File: src/rtl/rtc3w_pkg.sv
package rtc3w_pkg;

  typedef struct packed {
    logic [7:0] year;
    logic [7:0] month;
    logic [7:0] day;
    logic [3:0] wday;
    logic [7:0] hour;
    logic [7:0] minute;
    logic [7:0] second;
  } rtc_time_t;

  localparam int PAY_W = $bits(rtc_time_t);

  typedef enum logic [1:0] {
    FR_IDLE  = 2'd0,
    FR_READ  = 2'd1,
    FR_WRITE = 2'd2
  } frame_mode_e;

  // Edge count (before increment) at which a rising edge moves a payload bit.
  function automatic logic is_payload_edge(input int edges_seen, input int ctrl_bits,
                                           input int last_edge);
    return (edges_seen >= ctrl_bits) && (edges_seen < last_edge);
  endfunction

  // Total edges of a full frame.
  function automatic int frame_edges(input int ctrl_bits, input int pay_bits);
    return ctrl_bits + pay_bits;
  endfunction

endpackage

File: src/rtl/rtc3w_sync.sv
module rtc3w_sync #(
  parameter int WIDTH  = 3,
  parameter int STAGES = 2
) (
  input  logic             clk,
  input  logic             rst_n,
  input  logic [WIDTH-1:0] d,
  output logic [WIDTH-1:0] q
);
  genvar gi;
  generate
    for (gi = 0; gi < WIDTH; gi++) begin : g_bit
      logic [STAGES-1:0] chain;
      always_ff @(posedge clk or negedge rst_n) begin
        if (!rst_n) chain <= '0;
        else        chain <= {chain[STAGES-2:0], d[gi]};
      end
      assign q[gi] = chain[STAGES-1];
    end
  endgenerate
endmodule

File: src/rtl/rtc3w_frame_ctrl.sv
module rtc3w_frame_ctrl
  import rtc3w_pkg::*;
#(
  parameter int CTRL_BITS   = 8,
  parameter int PAY_BITS    = 52,
  parameter int FAIL_CLR_AT = 56,
  localparam int LAST  = CTRL_BITS + PAY_BITS,
  localparam int CNT_W = $clog2(LAST + 2)
) (
  input  logic             clk,
  input  logic             rst_n,
  input  logic             ce_s,
  input  logic             sclk_s,
  input  logic             din_s,
  output frame_mode_e      mode,
  output logic [CNT_W-1:0] cnt,
  output logic             load_snap,
  output logic             shift_rd,
  output logic             shift_wr,
  output logic             oe,
  output logic             freeze,
  output logic             commit,
  output logic             fail_clr,
  output logic             test_clr
);
  localparam logic [CNT_W-1:0] C_SAT   = CNT_W'(LAST + 1);
  localparam logic [CNT_W-1:0] C_LAST  = CNT_W'(LAST);
  localparam logic [CNT_W-1:0] C_CTRL  = CNT_W'(CTRL_BITS);
  localparam logic [CNT_W-1:0] C_PRE   = CNT_W'(LAST - 1);
  localparam logic [CNT_W-1:0] C_FCPRE = CNT_W'(FAIL_CLR_AT - 1);
  localparam logic [CNT_W-1:0] C_FC    = CNT_W'(FAIL_CLR_AT);

  logic sclk_q, ce_q;
  logic clk_rise, clk_fall, ce_fall, pay_edge;

  always_ff @(posedge clk or negedge rst_n) begin
    if (!rst_n) begin
      sclk_q <= 1'b0;
      ce_q   <= 1'b0;
    end else begin
      sclk_q <= sclk_s;
      ce_q   <= ce_s;
    end
  end

  // Named internal events
  assign clk_rise = ce_s & sclk_s & ~sclk_q;
  assign clk_fall = ce_s & ~sclk_s & sclk_q;
  assign ce_fall  = ~ce_s & ce_q;
  assign pay_edge = is_payload_edge(int'(cnt), CTRL_BITS, LAST);

  always_ff @(posedge clk or negedge rst_n) begin
    if (!rst_n) begin
      cnt  <= '0;
      mode <= FR_IDLE;
    end else if (!ce_s) begin
      cnt  <= '0;
      mode <= FR_IDLE;
    end else if (clk_rise) begin
      if (cnt == '0) mode <= din_s ? FR_WRITE : FR_READ;
      if (cnt != C_SAT) cnt <= cnt + 1'b1;
    end
  end

  assign load_snap = clk_fall && (mode == FR_READ) && (cnt == C_CTRL);
  assign shift_rd  = clk_rise && (mode == FR_READ) && pay_edge;
  assign shift_wr  = clk_rise && (mode == FR_WRITE) && pay_edge;

  always_ff @(posedge clk or negedge rst_n) begin
    if (!rst_n) begin
      oe       <= 1'b0;
      freeze   <= 1'b0;
      commit   <= 1'b0;
      fail_clr <= 1'b0;
      test_clr <= 1'b0;
    end else begin
      commit   <= clk_rise && (mode == FR_WRITE) && (cnt == C_PRE);
      fail_clr <= clk_rise && (mode == FR_READ) && (cnt == C_FCPRE);
      test_clr <= ce_fall;
      if (!ce_s) begin
        oe     <= 1'b0;
        freeze <= 1'b0;
      end else begin
        if (clk_rise && (mode == FR_READ) && (cnt == C_CTRL)) oe <= 1'b1;
        if (clk_fall && (mode == FR_WRITE)) freeze <= 1'b1;
      end
    end
  end

  AST_COMMIT_FULL_FRAME: assert property (@(posedge clk) disable iff (!rst_n)
    commit |-> (cnt == C_LAST) && (mode == FR_WRITE));
  AST_FAILCLR_READ: assert property (@(posedge clk) disable iff (!rst_n)
    fail_clr |-> (cnt == C_FC) && (mode == FR_READ));
  AST_OE_READ_ONLY: assert property (@(posedge clk) disable iff (!rst_n)
    oe |-> (mode == FR_READ) && (cnt > C_CTRL));
  AST_FREEZE_WRITE: assert property (@(posedge clk) disable iff (!rst_n)
    freeze |-> (mode == FR_WRITE));
  AST_IDLE_WHEN_CE_LOW: assert property (@(posedge clk) disable iff (!rst_n)
    !ce_s |=> (cnt == '0) && !oe && !freeze);
  AST_STROBES_EXCL: assert property (@(posedge clk) disable iff (!rst_n)
    $onehot0({commit, fail_clr}));
endmodule

File: src/rtl/rtc3w_shifter.sv
module rtc3w_shifter #(
  parameter int PAY_BITS = 52
) (
  input  logic                clk,
  input  logic                rst_n,
  input  logic [PAY_BITS-1:0] snap_in,
  input  logic                load_snap,
  input  logic                shift_rd,
  input  logic                shift_wr,
  input  logic                din_s,
  output logic                dout,
  output logic [PAY_BITS-1:0] wr_word
);
  logic [PAY_BITS-1:0] rd_sh;

  always_ff @(posedge clk or negedge rst_n) begin
    if (!rst_n) begin
      rd_sh <= '0;
      dout  <= 1'b0;
    end else if (load_snap) begin
      rd_sh <= snap_in;
    end else if (shift_rd) begin
      dout  <= rd_sh[0];
      rd_sh <= {1'b0, rd_sh[PAY_BITS-1:1]};
    end
  end

  always_ff @(posedge clk or negedge rst_n) begin
    if (!rst_n)        wr_word <= '0;
    else if (shift_wr) wr_word <= {din_s, wr_word[PAY_BITS-1:1]};
  end

  AST_RD_WR_EXCL: assert property (@(posedge clk) disable iff (!rst_n)
    !(shift_rd && shift_wr) && !(load_snap && shift_rd));
  AST_WR_WORD_QUIET: assert property (@(posedge clk) disable iff (!rst_n)
    !shift_wr |=> $stable(wr_word));
endmodule

File: src/rtl/rtc3w_port.sv
module rtc3w_port
  import rtc3w_pkg::*;
#(
  parameter int CTRL_BITS   = 8,
  parameter int FAIL_CLR_AT = 56,
  parameter int SYNC_STAGES = 2
) (
  input  logic             clk,
  input  logic             rst_n,
  input  logic             ce_pin,
  input  logic             sclk_pin,
  input  logic             sdio_in,
  input  logic [PAY_W-1:0] time_snap,
  output logic             sdio_out,
  output logic             sdio_oe,
  output logic [PAY_W-1:0] wr_data,
  output logic             wr_commit,
  output logic             cnt_freeze,
  output logic             fail_clr,
  output logic             test_clr
);
  localparam int LAST  = frame_edges(CTRL_BITS, PAY_W);
  localparam int CNT_W = $clog2(LAST + 2);
  localparam logic [CNT_W-1:0] C_LAST = CNT_W'(LAST);

  logic [2:0]       pins_s;
  logic             ce_s, sclk_s, din_s;
  frame_mode_e      mode;
  logic [CNT_W-1:0] cnt;
  logic             load_snap, shift_rd, shift_wr;

  rtc3w_sync #(.WIDTH(3), .STAGES(SYNC_STAGES)) u_sync (
    .clk(clk), .rst_n(rst_n),
    .d({ce_pin, sclk_pin, sdio_in}), .q(pins_s)
  );
  assign {ce_s, sclk_s, din_s} = pins_s;

  rtc3w_frame_ctrl #(.CTRL_BITS(CTRL_BITS), .PAY_BITS(PAY_W), .FAIL_CLR_AT(FAIL_CLR_AT)) u_ctrl (
    .clk(clk), .rst_n(rst_n), .ce_s(ce_s), .sclk_s(sclk_s), .din_s(din_s),
    .mode(mode), .cnt(cnt), .load_snap(load_snap), .shift_rd(shift_rd),
    .shift_wr(shift_wr), .oe(sdio_oe), .freeze(cnt_freeze), .commit(wr_commit),
    .fail_clr(fail_clr), .test_clr(test_clr)
  );

  rtc3w_shifter #(.PAY_BITS(PAY_W)) u_shift (
    .clk(clk), .rst_n(rst_n), .snap_in(time_snap), .load_snap(load_snap),
    .shift_rd(shift_rd), .shift_wr(shift_wr), .din_s(din_s),
    .dout(sdio_out), .wr_word(wr_data)
  );

  AST_OUT_HOLDS_AFTER_LAST: assert property (@(posedge clk) disable iff (!rst_n)
    (cnt >= C_LAST) |=> $stable(sdio_out));
  AST_COMMIT_WORD_STABLE: assert property (@(posedge clk) disable iff (!rst_n)
    wr_commit |=> $stable(wr_data));
endmodule

File: config.mk
export PLATFORM = sky130hd
export DESIGN_NAME = rtc3w_port
export DESIGN_NICKNAME = d
export VERILOG_FILES = /design/src/rtl/rtc3w_pkg.sv /design/src/rtl/rtc3w_sync.sv /design/src/rtl/rtc3w_frame_ctrl.sv /design/src/rtl/rtc3w_shifter.sv /design/src/rtl/rtc3w_port.sv
export SDC_FILE = /design/constraint.sdc
export NUM_CORES = 1
export LEC_CHECK = 0
export CELL_PAD_IN_SITES_DETAIL_PLACEMENT = 0
export CELL_PAD_IN_SITES_GLOBAL_PLACEMENT = 1
export CORE_MARGIN = 5
export CORE_UTILIZATION = 35
export CTS_CLUSTER_DIAMETER = 120
export DETAILED_ROUTE_END_ITERATION = 7
export PLACE_DENSITY = 0.67
export SLEW_MARGIN = 20
export SYNTH_ARGS = -nofsm -noshare
export SYNTH_HDL_FRONTEND = slang
export SYNTH_HIERARCHICAL = 1
export SYNTH_SLANG_ARGS = --single-unit
export TNS_END_PERCENT = 20
File: constraint.sdc
create_clock -name clk -period 3.35 [get_ports clk]
set_input_delay 0.335 -clock clk [delete_from_list [all_inputs] [get_ports clk]]
set_output_delay 0.335 -clock clk [all_outputs]
set_load 0.05 [all_outputs]
### Word level (Yosys, flattened, before mapping)

Index checks and enable logic that the tools add are counted.

| storage, ports and cells | value |
|---|---|
| flip-flop bits (word level) | 126 |
| input bits | 57 |
| output and inout port bits | 58 |
| word-level logic and storage cells | 67 |

| cells by class | value |
|---|---|
| $add $sub $neg | 1 |
| order comparisons | 2 |
| eq/ne operators | 11 |
| mux-type cells | 13 |
| bitwise operators | 9 |
| reductions and logical operators | 16 |

Operator list:

| cell | count |
|---|---|
| $mux 52 | 2 |
| $mux 6 | 3 |
| $eq 6x6->1 const B | 2 |
| $logic_and 1x1->1 | 11 |
| $ne 2x1->1 const B | 5 |
| $mux 2 | 4 |
| $add 6x1->6 const B | 1 |
| $eq 6x4->1 const B | 1 |
| $ge 6x4->1 const B | 1 |
| $logic_not 6->1 | 1 |
| $lt 6x6->1 const B | 1 |
| $ne 6x6->1 const B | 1 |
| $reduce_and 2->1 | 3 |
| $and 1x1->1 | 5 |
| $mux 1 | 4 |
| $not 1->1 | 4 |
| $eq 2x1->1 const B | 1 |
| $eq 2x2->1 const B | 1 |
| $reduce_bool 2->1 | 1 |

### Longest topological paths before layout

| depth | value |
|---|---|
| depth after elaboration | 7 |
| mapped depth | 9 |
| mapped depth without buffers | 6 |

### By module

The synthesis kept the hierarchy.

By module, submodules not included:

| module | times used | cells each | area an instance (um^2) | sequential area each (um^2) |
|---|---|---|---|---|
| rtc3w_shifter | 1 | 338 | 4604.4 | 2627.5 |
| rtc3w_frame_ctrl | 1 | 84 | 843.3 | 375.4 |
| rtc3w_sync | 1 | 9 | 172.7 | 150.1 |

### Worst setup path before layout

No wires, ideal clock.

| timing | value |
|---|---|
| path kind | register to register |
| from | reg u_ctrl.cnt[2] |
| to | reg u_shift.rd_sh[29] |
| arrival time | 1.764 ns |
| slack | 1.462 ns |
| stages on the path, launching flop included | 8 |
| cell sequence | dfrtp_1 > buf_2 > nor4b_2 > nand3_1 > nor3b_1 > buf_4 > buf_2 > o21ai_1 |

| between the ends | value |
|---|---|
| elaborated cells on any way between the ends | 8 |
| those cells by class | order compare (2); eq/ne (1); mux (1); reduce/logical (4) |

RTL lines:

| item | line | text |
|---|---|---|
| from (decl) | rtc3w_frame_ctrl.sv:16 | `output logic [CNT_W-1:0] cnt,` |
| from (signal assigned) | rtc3w_frame_ctrl.sv:61 | `if (cnt != C_SAT) cnt <= cnt + 1'b1;` |
| $eq 6x4->1 (*) | rtc3w_frame_ctrl.sv:65 | `assign load_snap = clk_fall && (mode == FR_READ) && (cnt == C_CTRL);` |
| $logic_and 1x1->1 (*) | rtc3w_frame_ctrl.sv:65 |  |
| net load_snap | rtc3w_port.sv:30 | `logic load_snap, shift_rd, shift_wr;` |
| $mux 52 or $reduce_bool 2->1 (tied branches) | n/a |  |
| to (signal assigned) | rtc3w_shifter.sv:21 | `rd_sh <= snap_in;` |
| to (signal assigned) | rtc3w_shifter.sv:24 | `rd_sh <= {1'b0, rd_sh[PAY_BITS-1:1]};` |
| to (decl) | rtc3w_shifter.sv:14 | `logic [PAY_BITS-1:0] rd_sh;` |

The timed path passes the listed nets; every way through them passes the cells marked *.
A chain may end at the register's enable or synchronous reset.

### Worst setup path in the final report

| timing | value |
|---|---|
| from | reg u_sync.g_bit[2].chain[1] |
| to | reg u_shift.rd_sh[51] |

| between the ends | value |
|---|---|
| cells in the longest elaborated chain, start to end | 5 |
| elaborated cells on any way between the ends | 10 |
| those cells by class | mux (1); bitwise (4); reduce/logical (5) |

RTL lines:

| item | line | text |
|---|---|---|
| from (decl) | rtc3w_sync.sv:13 | `logic [STAGES-1:0] chain;` |
| from (signal assigned) | rtc3w_sync.sv:16 | `else chain <= {chain[STAGES-2:0], d[gi]};` |
| $and 1x1->1 (*) (2 in series) | rtc3w_frame_ctrl.sv:48 | `assign clk_fall = ce_s & ~sclk_s & sclk_q;` |
| $logic_and 1x1->1 (*) (2 in series) | rtc3w_frame_ctrl.sv:65 |  |
| net load_snap | rtc3w_port.sv:30 |  |
| $mux 52 or $reduce_bool 2->1 (tied branches) | n/a |  |

Marked as above.

==> metrics.cfg <==
[logic_synthesis]
synth_xor_area_frac=0.001558
synth_compound_area_frac=0.06233
ys_types=44
synth_area_mm2=0.005620
synthSimpleGateAreaFrac=0.08615
synth_fp_nets=491
seq_area_frac_synth=0.5610
synth_top_cell_area_share=0.5610
synth_warnings=6
synthAdderAreaFrac=0.006679
synthMuxAreaShare=0.2340
synth_top_family_by_area=multiplexers
synth_area_leaders=dfrtp_1 56%, mux2_4 13%, mux2i_1 9.4%
synth_top_area_cell=dfrtp_1
ys_seq_elements=126
avgSynthCellArea_um2=13.04
syn_inst=431

[timing]
finalHoldViolCount=0
fin_crit_ns=2.113
fin_worst_skew_ns=0.01017
slew_viol_final=0
tightest_slew_ns=0.9452
finalSetupViolations=0
period_share=0.6307
rsz0062_at_grt=false
fmax_mhz=473.3
setup_tns_ns=0
relSlewSlack=0.3699

[finish]
finish.cell_count_without_fillers=765
design_area_mm2=0.007467
n_antenna_cell=0
utilization=0.4718
nets=599
drive_gt1_frac=0.1730
area_delta_synth_final_pct=32.86
fillers=1414

[place]
place_area_mm2=0.006875
place_congestion=0.7548
port_buffers=114
hpwlAfterDp_um=7649
place_inst=736

[clock_network]
post_cts_buffers=0
clockBufferDepth=2
numClockSinks=126
cts_resized=0
clkLatencyLatePin_ns=0.40
clk_pin_slew_ns=0.05
htreeDepth=4
cts_root_buf=clkbuf_16
cts_buffers=17
cts_tree=done
cts_hold_buf=0

[routing]
drtAntennaViolNets=0
post_drt_wl_per_cell_um=15.41
dr.pass1.iters=4
vias=3609
via_per_inst=4.718
drc_errors=0
wl_um=11790
drt-initial-drc-count=254

[critical_path]
cp.arrival_ns=2.38
worstPathMaxFanout=71
critical-path-slowest-cell=dfrtp_1
critPathTopFamily=simple AND/OR/NAND/NOR gates
crit_buf_inv=1
crit_chain=and3b_1 -> nand3_1 -> nor3b_2 -> buf_12 -> nand2b_1 -> o21ai_0
slowest_delay_ns=0.75
path_class=flip-flop to flip-flop
start_kind=flip-flop
end_kind=flip-flop
crit_required_ns=3.62

[power_and_ir_drop]
peakVddDrop_mv=0.2974
power.leakage_nw=2.832
power.density_mw_per_mm2=467.7

[grt]
grt_max_degree=106
grt_pass1_wl_um=19240
track_usage=0.1309
antenna_found_initial=2
grt-ovfl-total=0
first_global_vias=3721

[min_path]
min_path_type=input port to asynchronous set/reset pin

[run_status]
status=completed

[die]
start_util=0.3551
core_mm2=0.01583
die_x_um=136.7
fp-row-count=46
io-pin-count=115
die_h_um=136.7
die_area_mm2=0.01869

[flow_run]
maxCapViolCount=0

metrics by stage:
| step | worst slack, ns | total power (W) | hold slack [ns] |
|---|---|---|---|
| 5_1_grt | 1.004 | 0.003628 | 0.1386 |
| 3_3_place_gp | 1.270 | 0.001705 | 0.3326 |
| 2_1_floorplan | 1.462 | 0.001596 | 0.03941 |
| 4_1_cts | 1.196 | 0.003548 | 0.08431 |
| 6_report | 1.237 | 0.003492 | 0.03998 |
| 3_5_place_dp | 1.197 | 0.001704 | 0.3347 |
layer usage:
layer | part of all wire | vias up | track usage
met3 | 0.10 | 19 | 0.06654
met4 | 0.012 | 4 | 0.04871
met1 | 0.46 | 1746 | 0.1767
li1 | - | 1721 | -
met2 | 0.42 | 119 | 0.1788
met5 | 0.0027 | - | 0
final cells by class:
type	instances	area, µm²	area share
clock buffers	24	511.7	0.06853
repair buffers	119	1217	0.1630
clock inverters	5	80.08	0.01072
inverters	5	18.77	0.002513
multi-input cells	270	2216	0.2968
well taps	216	270.3	0.03619
flip-flops and latches	126	3153	0.4223
cells by family after synthesis:
group | count (synthesis)
flops | 126
xor+xnor | 1
mux | 106
simple gates | 97
compound gates | 63
fa+ha+maj | 3
buf+inv | 35
power breakdown:
group / total, W / leakage (nW) / internal [W] / switching [W]
logic: 0.000130 / 1.08 / 0.0000720 / 0.0000580
registers: 0.00155 / 1.47 / 0.00153 / 0.0000129
clock network: 0.00182 / 0.286 / 0.00120 / 0.000616
total: 0.00349 / 2.83 / 0.00281 / 0.000687
Yosys cell counts (all sizes together):
| cell type | instances |
|---|---|
| dfrtp | 126 |
| nand2 | 62 |
| o21ai | 54 |
| mux2 | 53 |
| mux2i | 53 |
| buf | 27 |
| inv | 5 |
| nand3b | 5 |
| nand3 | 4 |
| clkbuf | 3 |
| ha | 3 |
| nand2b | 3 |
| nand4 | 3 |
| nor2 | 3 |
| nor3 | 2 |
| nor4b | 2 |
| o311a | 2 |
| or3 | 2 |
| a22o | 1 |
| a32oi | 1 |
| and2 | 1 |
| and2b | 1 |
| and3b | 1 |
| and4 | 1 |
| and4b | 1 |
| nand4b | 1 |
| nand4bb | 1 |
| nor2b | 1 |
| nor3b | 1 |
| nor4 | 1 |
| nor4bb | 1 |
| o2111ai | 1 |
| o211ai | 1 |
| o21a | 1 |
| o21bai | 1 |
| o22ai | 1 |
| xnor2 | 1 |
worst paths after layout:
check / start / endpoint / slack, ns / cells past startpoint
min reg2reg: u_sync/g_bit[2].chain[0] / u_sync/g_bit[2].chain[1] / 0.35 / 0
max reg2reg: u_sync/g_bit[2].chain[1] / u_shift/rd_sh[51] / 1.24 / 6
max in group asynchronous: rst_n / u_shift/wr_word[32] / 2.39 / 2
max: u_sync/g_bit[2].chain[1] / u_shift/rd_sh[51] / 1.24 / 6
min in group clk: u_sync/g_bit[2].chain[0] / u_sync/g_bit[2].chain[1] / 0.35 / 0
min: rst_n / u_shift/rd_sh[12] / 0.04 / 1
sequential cells by signal, indices dropped and copies added, names as in the netlist:
name,flops
u_shift/wr_word,52
u_ctrl/ce_q,1
u_shift/rd_sh,52
u_ctrl/oe,1
u_shift/dout,1
u_ctrl/cnt,6
u_ctrl/mode,2
u_ctrl/freeze,1
u_ctrl/test_clr,1
u_ctrl/fail_clr,1
u_ctrl/sclk_q,1
u_sync/g_bit.chain,6
u_ctrl/commit,1
worst register-to-register path, cell delays in order (launching register included):
cell      delay (ns)
dfrtp_1         0.75
and3b_1         0.27
nand3_1         0.09
nor3b_2         0.33
buf_12          0.31
nand2b_1        0.16
o21ai_0         0.07
cell usage in the layout (no fill, tap or decap), drive strengths merged, types with 3 or more instances in the layout:
cell type	instances
ha	3
buf	6
mux2i	53
clkdlybuf4s50	113
clkbuf	24
mux2	53
nand4	3
inv	5
nand2	62
nand2b	3
dfrtp	126
nand3b	5
o21ai	54
nor2	3
nand3	4
(Power assumes the default switching activity.)
